## config.mk

```make
export PLATFORM = sky130hd
export DESIGN_NAME = mono_expand
export DESIGN_NICKNAME = d
export VERILOG_FILES = /design/src/rtl/mxp_pkg.sv /design/src/rtl/mxp_fifo.sv /design/src/rtl/mxp_seq.sv /design/src/rtl/mxp_pixout.sv /design/src/rtl/mono_expand.sv
export SDC_FILE = /design/constraint.sdc
export NUM_CORES = 1
export LEC_CHECK = 0
export BUFFER_PORTS_ARGS = -buffer_cell sky130_fd_sc_hd__buf_2
export CAP_MARGIN = 20
export CORE_ASPECT_RATIO = 0.9
export CORE_UTILIZATION = 40
export CTS_CLUSTER_DIAMETER = 200
export CTS_CLUSTER_SIZE = 30
export DETAILED_ROUTE_END_ITERATION = 8
export SYNTH_ARGS = -nofsm -noshare
export SYNTH_HDL_FRONTEND = slang
export SYNTH_SLANG_ARGS = --single-unit
```

## constraint.sdc

```tcl
create_clock -name clk -period 8.3 [get_ports clk]
set_input_delay 0.83 -clock clk [delete_from_list [all_inputs] [get_ports clk]]
set_output_delay 0.83 -clock clk [all_outputs]
set_load 0.005 [all_outputs]
```

## src/rtl/mxp_pkg.sv

```systemverilog
package mxp_pkg;
  localparam int unsigned WORD_W  = 16;
  localparam int unsigned POS_W   = 4;
  localparam int unsigned ST_BUSY = 7;
  localparam int unsigned ST_NEMP = 6;
  localparam int unsigned ST_HALF = 5;
  localparam int unsigned ST_FULL = 4;
  localparam int unsigned ST_OVF  = 3;

  // pixel position within a word -> bit index (low byte first, MSB first in a byte)
  function automatic logic [POS_W-1:0] word_bit(input logic [POS_W-1:0] p);
    return {p[3], ~p[2:0]};
  endfunction
endpackage

```

## src/rtl/mxp_fifo.sv

```systemverilog
module mxp_fifo #(
  parameter int unsigned DEPTH = 16,
  parameter int unsigned W     = 16
) (
  input  logic         clk,
  input  logic         rst_n,
  input  logic         push,
  input  logic [W-1:0] wdata,
  input  logic         pop,
  output logic [W-1:0] rdata,
  input  logic         clr_ovf,
  output logic         nempty,
  output logic         half,
  output logic         full,
  output logic         ovf
);
  localparam int unsigned PTR_W = $clog2(DEPTH);
  localparam int unsigned CNT_W = $clog2(DEPTH + 1);

  logic [W-1:0]     mem [DEPTH];
  logic [PTR_W-1:0] wptr_q, wptr_d, rptr_q, rptr_d;
  logic [CNT_W-1:0] cnt_q, cnt_d;
  logic             ovf_q, ovf_d;
  logic             push_ok, pop_ok;

  always_comb begin
    full    = (cnt_q == CNT_W'(DEPTH));
    half    = (cnt_q >= CNT_W'(DEPTH / 2));
    nempty  = (cnt_q != '0);
    push_ok = push && !full;
    pop_ok  = pop && nempty;
    wptr_d  = wptr_q + PTR_W'(push_ok);
    rptr_d  = rptr_q + PTR_W'(pop_ok);
    cnt_d   = cnt_q + CNT_W'(push_ok) - CNT_W'(pop_ok);
    ovf_d   = (ovf_q && !clr_ovf) || (push && full);
  end

  always_ff @(posedge clk or negedge rst_n) begin
    if (!rst_n) begin
      wptr_q <= '0;
      rptr_q <= '0;
      cnt_q  <= '0;
      ovf_q  <= 1'b0;
    end else begin
      wptr_q <= wptr_d;
      rptr_q <= rptr_d;
      cnt_q  <= cnt_d;
      ovf_q  <= ovf_d;
    end
  end

  always_ff @(posedge clk) begin
    if (push_ok) mem[wptr_q] <= wdata;
  end

  assign rdata = mem[rptr_q];
  assign ovf   = ovf_q;

  // a write into a full FIFO with no pop leaves the fill level unchanged
  assert_full_drop_R4: assert property (@(posedge clk) disable iff (!rst_n)
    (push && full && !pop) |=> $stable(cnt_q));
  assert_ovf_sticky_R4: assert property (@(posedge clk) disable iff (!rst_n)
    (ovf_q && !clr_ovf) |=> ovf_q);
  assert_full_from_push_R3: assert property (@(posedge clk) disable iff (!rst_n)
    $rose(full) |-> $past(push));
endmodule

```

## src/rtl/mxp_seq.sv

```systemverilog
module mxp_seq
  import mxp_pkg::*;
#(
  parameter int unsigned AW    = 16,
  parameter int unsigned DIM_W = 10
) (
  input  logic              clk,
  input  logic              rst_n,
  input  logic              start_acc,
  input  logic [POS_W-1:0]  off_in,
  input  logic [DIM_W-1:0]  wm1_in,
  input  logic [DIM_W-1:0]  hm1_in,
  input  logic [AW-1:0]     base_in,
  input  logic [AW-1:0]     stride_in,
  input  logic              fifo_nempty,
  input  logic [WORD_W-1:0] fifo_rdata,
  output logic              pop,
  output logic              emit,
  output logic              pix_bit,
  output logic [AW-1:0]     pix_addr,
  output logic              run
);
  logic              run_q, run_d, wv_q, wv_d;
  logic [WORD_W-1:0] wbuf_q, wbuf_d;
  logic [POS_W-1:0]  pos_q, pos_d, off_q;
  logic [DIM_W-1:0]  col_q, col_d, row_q, row_d, wm1_q, hm1_q;
  logic [AW-1:0]     line_q, line_d, stride_q;
  logic              col_end, last, drop;

  always_comb begin
    emit    = run_q && wv_q;
    col_end = (col_q == wm1_q);
    last    = col_end && (row_q == hm1_q);
    drop    = emit && ((pos_q == '1) || col_end);
    pop     = run_q && fifo_nempty && (!wv_q || drop) && !(emit && last);
    pix_bit = wbuf_q[word_bit(pos_q)];
    pix_addr = line_q + AW'(col_q);
  end

  always_comb begin
    run_d  = run_q;
    wv_d   = wv_q;
    wbuf_d = wbuf_q;
    pos_d  = pos_q;
    col_d  = col_q;
    row_d  = row_q;
    line_d = line_q;
    if (start_acc) begin
      run_d  = 1'b1;
      wv_d   = 1'b0;
      pos_d  = off_in;
      col_d  = '0;
      row_d  = '0;
      line_d = base_in;
    end else if (run_q) begin
      if (emit) begin
        if (col_end) begin
          col_d = '0;
          pos_d = off_q;
          if (last) begin
            run_d = 1'b0;
          end else begin
            row_d  = row_q + DIM_W'(1);
            line_d = line_q + stride_q;
          end
        end else begin
          col_d = col_q + DIM_W'(1);
          pos_d = pos_q + POS_W'(1);
        end
      end
      if (pop) begin
        wv_d   = 1'b1;
        wbuf_d = fifo_rdata;
      end else if (drop) begin
        wv_d = 1'b0;
      end
    end
  end

  always_ff @(posedge clk or negedge rst_n) begin
    if (!rst_n) begin
      run_q    <= 1'b0;
      wv_q     <= 1'b0;
      wbuf_q   <= '0;
      pos_q    <= '0;
      col_q    <= '0;
      row_q    <= '0;
      line_q   <= '0;
      off_q    <= '0;
      wm1_q    <= '0;
      hm1_q    <= '0;
      stride_q <= '0;
    end else begin
      run_q  <= run_d;
      wv_q   <= wv_d;
      wbuf_q <= wbuf_d;
      pos_q  <= pos_d;
      col_q  <= col_d;
      row_q  <= row_d;
      line_q <= line_d;
      if (start_acc) begin
        off_q    <= off_in;
        wm1_q    <= wm1_in;
        hm1_q    <= hm1_in;
        stride_q <= stride_in;
      end
    end
  end

  assign run = run_q;

  // each new line resumes at the programmed first-pixel offset
  assert_line_restart_R6: assert property (@(posedge clk) disable iff (!rst_n)
    (emit && col_end && !last) |=> (pos_q == off_q));
endmodule

```

## src/rtl/mxp_pixout.sv

```systemverilog
module mxp_pixout #(
  parameter int unsigned AW    = 16,
  parameter int unsigned PIX_W = 16
) (
  input  logic             clk,
  input  logic             rst_n,
  input  logic             start_acc,
  input  logic             transp_in,
  input  logic [PIX_W-1:0] fg_in,
  input  logic [PIX_W-1:0] bg_in,
  input  logic             emit,
  input  logic             pix_bit,
  input  logic [AW-1:0]    pix_addr,
  output logic             px_we,
  output logic [AW-1:0]    px_addr,
  output logic [PIX_W-1:0] px_data,
  output logic             outv
);
  logic             transp_q;
  logic [PIX_W-1:0] fg_q, bg_q, data_d;
  logic             we_d;

  always_comb begin
    we_d   = emit && (pix_bit || !transp_q);
    data_d = pix_bit ? fg_q : bg_q;
  end

  always_ff @(posedge clk or negedge rst_n) begin
    if (!rst_n) begin
      transp_q <= 1'b0;
      fg_q     <= '0;
      bg_q     <= '0;
      px_we    <= 1'b0;
      px_addr  <= '0;
      px_data  <= '0;
      outv     <= 1'b0;
    end else begin
      if (start_acc) begin
        transp_q <= transp_in;
        fg_q     <= fg_in;
        bg_q     <= bg_in;
      end
      px_we <= we_d;
      outv  <= emit;
      if (emit) begin
        px_addr <= pix_addr;
        px_data <= data_d;
      end
    end
  end

  assert_transp_fg_only_R9: assert property (@(posedge clk) disable iff (!rst_n)
    (px_we && transp_q) |-> (px_data == fg_q));
  assert_colour_choice_R8: assert property (@(posedge clk) disable iff (!rst_n)
    px_we |-> ((px_data == fg_q) || (px_data == bg_q)));
endmodule

```

## src/rtl/mono_expand.sv

```systemverilog
module mono_expand
  import mxp_pkg::*;
#(
  parameter int unsigned AW         = 16,
  parameter int unsigned DIM_W      = 10,
  parameter int unsigned PIX_W      = 16,
  parameter int unsigned FIFO_DEPTH = 16
) (
  input  logic              clk,
  input  logic              rst_n,
  input  logic              start,
  input  logic              transp,
  input  logic              start_hi,
  input  logic [2:0]        start_bit,
  input  logic [AW-1:0]     dst_base,
  input  logic [AW-1:0]     dst_stride,
  input  logic [DIM_W-1:0]  width_m1,
  input  logic [DIM_W-1:0]  height_m1,
  input  logic [PIX_W-1:0]  fg_color,
  input  logic [PIX_W-1:0]  bg_color,
  input  logic              data_we,
  input  logic [WORD_W-1:0] data_in,
  output logic [7:0]        status,
  output logic              px_we,
  output logic [AW-1:0]     px_addr,
  output logic [PIX_W-1:0]  px_data
);
  logic              busy, start_acc, run, outv;
  logic              f_nempty, f_half, f_full, f_ovf, pop, emit, pix_bit;
  logic [WORD_W-1:0] f_rdata;
  logic [AW-1:0]     pix_addr;
  logic [POS_W-1:0]  off;

  always_comb begin
    busy      = run || outv;
    start_acc = start && !busy;
    off       = {start_hi, ~start_bit};
    status          = '0;
    status[ST_BUSY] = busy;
    status[ST_NEMP] = f_nempty;
    status[ST_HALF] = f_half;
    status[ST_FULL] = f_full;
    status[ST_OVF]  = f_ovf;
  end

  mxp_fifo #(.DEPTH(FIFO_DEPTH), .W(WORD_W)) u_fifo (
    .clk(clk), .rst_n(rst_n), .push(data_we), .wdata(data_in),
    .pop(pop), .rdata(f_rdata), .clr_ovf(start_acc),
    .nempty(f_nempty), .half(f_half), .full(f_full), .ovf(f_ovf)
  );

  mxp_seq #(.AW(AW), .DIM_W(DIM_W)) u_seq (
    .clk(clk), .rst_n(rst_n), .start_acc(start_acc), .off_in(off),
    .wm1_in(width_m1), .hm1_in(height_m1), .base_in(dst_base),
    .stride_in(dst_stride), .fifo_nempty(f_nempty), .fifo_rdata(f_rdata),
    .pop(pop), .emit(emit), .pix_bit(pix_bit), .pix_addr(pix_addr), .run(run)
  );

  mxp_pixout #(.AW(AW), .PIX_W(PIX_W)) u_out (
    .clk(clk), .rst_n(rst_n), .start_acc(start_acc), .transp_in(transp),
    .fg_in(fg_color), .bg_in(bg_color), .emit(emit), .pix_bit(pix_bit),
    .pix_addr(pix_addr), .px_we(px_we), .px_addr(px_addr), .px_data(px_data),
    .outv(outv)
  );

  assert_busy_after_start_R10: assert property (@(posedge clk) disable iff (!rst_n)
    (start && !busy) |=> busy);
  assert_no_restart_R11: assert property (@(posedge clk) disable iff (!rst_n)
    (start && run) |=> (run || outv));
endmodule

```

# Yosys cells after proc, flatten, opt, wreduce, memory -nomap -nowiden
# Memory sizes are Yosys's and may differ from the RTL's. A register that Yosys moved wholly into a read port is not among the register bits.
# Index checks and enable logic that the tools add are counted.
# word_totals
reg_bits	163
ram_bits	256
out_inout_bits	41
wordCells	107
memories	1
# mem_list
memory	depth	word_bits	rd	rd_ports_with_merged_regs	write_ports	line	rtl
u_fifo.mem	16	16	1	1	1	mxp_fifo.sv:20	logic [W-1:0] mem [DEPTH];
# op_classes
add_sub_neg	9
n_lt_le_gt_ge	2
eq_ne	5
mux	32
bitwise_logic	3
n_reduce_logical	34
# op_table
operator	n
16-bit 2-to-1 mux	6
10-bit 2-to-1 mux	9
10-bit by 1-bit adder with 10-bit output (second input constant)	2
10-bit equality test	2
16-bit by 10-bit adder with 16-bit output	1
16-bit adder	1
4-bit 2-to-1 mux	4
1-bit logical AND	13
1-bit 2-to-1 mux	12
4-bit by 1-bit adder with 4-bit output	2
1-bit zero test	7
3-bit NOT	2
2-bit nonzero test	3
5-bit by 1-bit adder with 5-bit output	1
5-bit equality test (second input constant)	1
5-bit by 4-bit greater-or-equal comparator with 1-bit output (second input constant)	1
1-bit logical OR	5
4-bit by 5-bit less-than comparator with 1-bit output (second input constant)	1
5-bit nonzero test	1
5-bit by 1-bit subtractor with 5-bit output	1
4-bit by 1-bit adder with 4-bit output (second input constant)	1
1-bit binary-select mux with 4-bit select	1
4-bit equality test (second input constant)	1
2-bit AND reduction	2
other kinds (5)	5

# Longest topological paths before layout
# depth
depth_word	9
ltp_mapped	17
ltp_nobuf	15

# Hierarchy
# A second synthesis with hierarchy kept.
# hier_totals
hier_cells	1224
area_unflattened_um2	19105.8
# by_module_without_submodules
module	instances	cells_each	area_each_um2	seq_area_each_um2
mxp_fifo	1	479	10486.3	8037.7
mxp_seq	1	554	5773.0	2452.4
mxp_pixout	1	177	2757.6	1676.6
mono_expand	1	14	88.8	0.0

# Least setup slack after synthesis
# Ideal clock, no wire load.
# synth_path
path_kind	register to register
start	register u_seq.col_q[7]
end	register u_fifo.cnt_q[4]
t_arrival_ps	3058
required_ps	8175
setup_slack_ps	5116
path_stages_with_launch	18
n_path_buf	2
synth_period_minus_slack_ps	3184
path_cell_list	dfrtp_1 -> xnor2_1 -> nand4_1 -> or3_1 -> buf_6 -> mux2i_2 -> a21oi_4 -> buf_6 -> ha_1 -> inv_1 -> ha_1 -> inv_1 -> fa_1 -> inv_1 -> a21oi_1 -> nor2_1 -> nor2_1 -> xor2_1
# synth_via
elab_chain_len	8
word_cells_on_any_way	11
cone_classes	add/sub: 1; eq/ne: 1; reduce/logical: 9
# synth_lines
item	line	rtl
start: declaration	mxp_seq.sv:26	logic [DIM_W-1:0] col_q, col_d, row_q, row_d, wm1_q, hm1_q;
start signal: assignment	mxp_seq.sv:98	col_q <= col_d;
10-bit equality test (*)	mxp_seq.sv:32	col_end = (col_q == wm1_q);
1-bit logical OR	mxp_seq.sv:34	drop = emit && ((pos_q == '1) || col_end);
1-bit logical AND	mxp_seq.sv:34	
1-bit logical OR	mxp_seq.sv:35	pop = run_q && fifo_nempty && (!wv_q || drop) && !(emit && last);
1-bit logical AND	mxp_seq.sv:35	
1-bit logical AND (*)	mxp_seq.sv:35	
1-bit logical AND (*)	mxp_fifo.sv:31	pop_ok = pop && nempty;
5-bit by 1-bit subtractor with 5-bit output (*)	mxp_fifo.sv:34	cnt_d = cnt_q + CNT_W'(push_ok) - CNT_W'(pop_ok);
net u_fifo.cnt_d[4]	mxp_fifo.sv:22	logic [CNT_W-1:0] cnt_q, cnt_d;
end signal: assignment	mxp_fifo.sv:47	cnt_q <= cnt_d;
end: declaration	mxp_fifo.sv:22	
# The timed path passes the listed nets; every way through them passes the cells marked *.
# A chain may end at the register's enable or synchronous reset.

# Final worst setup path
# layout_path
start	register u_seq.col_q[0]
end	register u_fifo.cnt_q[4]
# Same word-level chain as after synthesis.

==> out/qor.tcl <==
set qor(ys_top_cells_by_area) {edfxtp_1, dfrtp_1, mux4_2}
set qor(postCtsResizedCells) 0
set qor(avgRoutedWirePerCell_microns) 20.3
set qor(synth_common_cells) {nand2_1, edfxtp_1, dfrtp_1}
set qor(place_inst) 2041
set qor(synthMuxAreaShare) 0.125
set qor(post_synth_instance_area_sq_um) 18800
set qor(timing.final.hold_violations) 0
set qor(detail_route.iter0.violations) 865
set qor(htree_num_levels) 1
set qor(yosys.area_share.xor_xnor) 0.0228
set qor(clock_sink_count) 435
set qor(design.portCount) 150
set qor(edff_count_synth) 256
set qor(fmax_mhz) 264
set qor(timing.critical_path.from_type) {register}
set qor(crit_required_ns) 8.74
set qor(initial_utilization) 0.410
set qor(synth.yosys.warnings) 0
set qor(yosys.cell_types.count) 66
set qor(post-route-util) 0.452
set qor(postSynth.asyncResetShare) 0.411
set qor(synth-main-ff-cell) {edfxtp_1}
set qor(area_fraction_in_compound_gates_after_synthesis) 0.0576
set qor(finalSetupViolCount) 0
set qor(power.sequential.fraction) 0.483
set qor(grt.total_usage) 0.178
set qor(post_synthesis_cells) 1327
set qor(synth.most_common_cell) {nand2_1}
set qor(fin_nets) 1604
set qor(finalClockSkew_ns) 0.0278
set qor(place.gp.congestion) 0.807
set qor(cap_viol_max_count) 0
set qor(peakVddDrop_mv) 0.172
set qor(tightestPinTransition_ns) 1.08
set qor(drc) 0
set qor(synth-simple-area-share) 0.0954
set qor(grt_max_degree) 109
set qor(post-cts-setup-buffer-count) 0
set qor(largest_family_of_logic_cells_by_synthesized_area) {multiplexers}
set qor(worstSetupPathType) {register to register}
set qor(power_frac_comb) 0.336
set qor(globalRouteOverflowTotal) 0
set qor(layout-drive-gt1-share) 0.208
set qor(first_global_vias) 11000
set qor(avgSynthCellArea_sq_um) 14.2
set qor(setup_tns_ns) 0
set qor(cellInternalPower_w) 0.00403
set qor(synth-adder-area-share) 0.0291
set qor(route.final.wire_length_mm) 42.2
set qor(cts-hold-fix-buffers) 0
set qor(clkLatencyLatePin_ns) 0.56
set qor(ant_nets) 0
set qor(die-area_sq_um) 47900
set qor(layout_worst_path_cycle_share) 0.456
set qor(routed_via_density) 5.29
set qor(firstDrtPassIters) 5
set qor(slew-limit-headroom) 0.282
set qor(outcome) {complete, no violations}
set qor(p_per_area_nw_per_um2) 289
set qor(netSwitchingPower_w) 0.00197
set qor(antenna_found_initial) 4
set qor(final.fill_count) 4070
set qor(end_kind) {register}
set qor(area_growth_pct) 10.2
set qor(instances_no_fill) 2072
set qor(switching_share_of_power) 0.328
set qor(cts_tree) {done}
set qor(data_arrival_at_the_endpoint_of_the_critical_path_ns) 4.23
set qor(portBuffers) 146
set qor(die_width_microns) 231
set qor(cts_buffer_depth) 3
set qor(grt_first_pass_wirelength_mm) 65.6
set qor(core.rowCount) 74
set qor(post-dp-hpwl_mm) 26.8
set qor(synth_top_area_cell) {edfxtp_1}
set qor(synth_seq_area_share) 0.647
set qor(p_leak_nw) 8.45
set qor(clk_pin_slew_ns) 0.12
set qor(synth-seq-cells) 435
set qor(grt_setup_unrepaired) {no}
set qor(numCtsBuffers) 18
set qor(root_buffer_cell) {clkbuf_16}
set qor(standard_cell_core_area_sq_um) 45800
set qor(period_needed_ns) 3.79
set qor(die_h_microns) 208
set qor(cp_max_fo) 19
set qor(synth_largest_type_area_fraction) 0.409
set qor(vias) 11000
set qor(timing.hold.worst.class) {input pin to asynchronous set/reset pin}
set qor(clock_share_of_power) 0.181
set qor(max_slew_violation_total_from_the_final_report) 0
==> final cells by class <==
| cell class | instances | area, sq um | area share |
|---|---|---|---|
| antenna | 1 | 2.50 | 0.000121 |
| clock buffer | 28 | 488 | 0.0235 |
| clock inverter | 2 | 32.5 | 0.00157 |
| inverter | 24 | 90.1 | 0.00435 |
| multi-input combinational | 803 | 6250 | 0.301 |
| sequential | 435 | 12200 | 0.587 |
| tap | 608 | 761 | 0.0367 |
| timing repair buffer | 171 | 927 | 0.0447 |
==> metrics by stage <==
stage	worst slack [ns]	cell area [sq um]	total power [W]	hold slack (ns)
floorplan	5.12	18800	0.00441	0.419
finish	4.51	20700	0.00599	0.371
global route	4.26	20700	0.00634	0.428
CTS	4.43	20700	0.00607	0.404
detailed placement	4.48	20200	0.00499	0.460
global placement	4.53	20200	0.00496	0.435
==> power groups by stage <==
stage | sequential (W) | clock, W | combinational, W
after floorplan | 0.00278 | 0 | 0.00163
after global placement | 0.00294 | 0 | 0.00202
after detailed placement | 0.00295 | 0 | 0.00204
after CTS | 0.00291 | 0.00112 | 0.00205
after global routing | 0.00294 | 0.00119 | 0.00221
final | 0.00290 | 0.00109 | 0.00201
==> critical path: stages (launching register included) <==
cell     delay (ns)
dfrtp_1        0.47
xnor2_1        0.18
nand4_1        0.17
or3_1          0.56
mux2i_2        0.24
a21oi_4        0.61
ha_1           0.35
inv_1          0.06
ha_1           0.16
inv_1          0.06
fa_1           0.43
inv_1          0.07
a21oi_1        0.06
nor2_1         0.08
nor2_1         0.05
xor2_1         0.13
==> layer usage <==
layer  vias to the layer above  global-route usage  share of wire
li1                       5096                   -              -
met1                      5585               0.254           0.45
met2                       225               0.295           0.49
met3                        47              0.0220          0.045
met4                         6              0.0295          0.016
met5                         -                   0        0.00090
==> cell usage in the layout, fill, tap and decap left out, drive strengths merged, types with 7 or more instances in the layout <==
master  count
and3        8
o31ai       8
inv        25
o21a        8
mux2i      20
clkbuf     29
mux2       16
nand2b     11
a211oi      8
nand4       8
and2        7
nand2     283
nor2       50
mux4       85
a22oi       9
nor3       13
o21ai      51
buf       170
xor2       30
dfrtp     179
nand3      20
edfxtp    256
a21oi      28
ha         39
a21o       11
xnor2      19
==> registers in the layout (all words and copies together), names as in the netlist, 4 cells and up <==
name,count
u_seq.wbuf_q,16
u_out.bg_q,16
u_out.px_data,16
u_fifo.wptr_q,4
u_seq.hm1_q,10
u_seq.row_q,10
u_fifo.cnt_q,5
u_seq.pos_q,4
u_seq.off_q,4
u_seq.wm1_q,10
u_seq.line_q,16
u_seq.col_q,10
u_out.fg_q,16
u_fifo.mem,256
u_fifo.rptr_q,4
u_out.px_addr,16
u_seq.stride_q,16
==> cell families after synthesis <==
logic type      count (synthesis)
compound gates                164
other cells                     1
flops                         435
mux                           121
fa+ha+maj                      42
xor+xnor                       49
buf+inv                        91
simple gates                  424
==> path summary, 6_finish.rpt <==
check / startpoint / cells after the start / slack [ns] / to
max in group asynchronous: rst_n / 2 / 6.47 / u_out.fg_q[6]
worst max-delay path: u_seq.col_q[0] / 15 / 4.51 / u_fifo.cnt_q[4]
min in group clk: height_m1[5] / 3 / 0.46 / u_seq.hm1_q[5]
worst max register to register: u_seq.col_q[0] / 15 / 4.51 / u_fifo.cnt_q[4]
worst min-delay path: rst_n / 1 / 0.37 / u_seq.stride_q[13]
worst min register to register: u_out.transp_q / 1 / 0.48 / u_out.px_we
No activity file was read; power rests on OpenSTA's default activity.
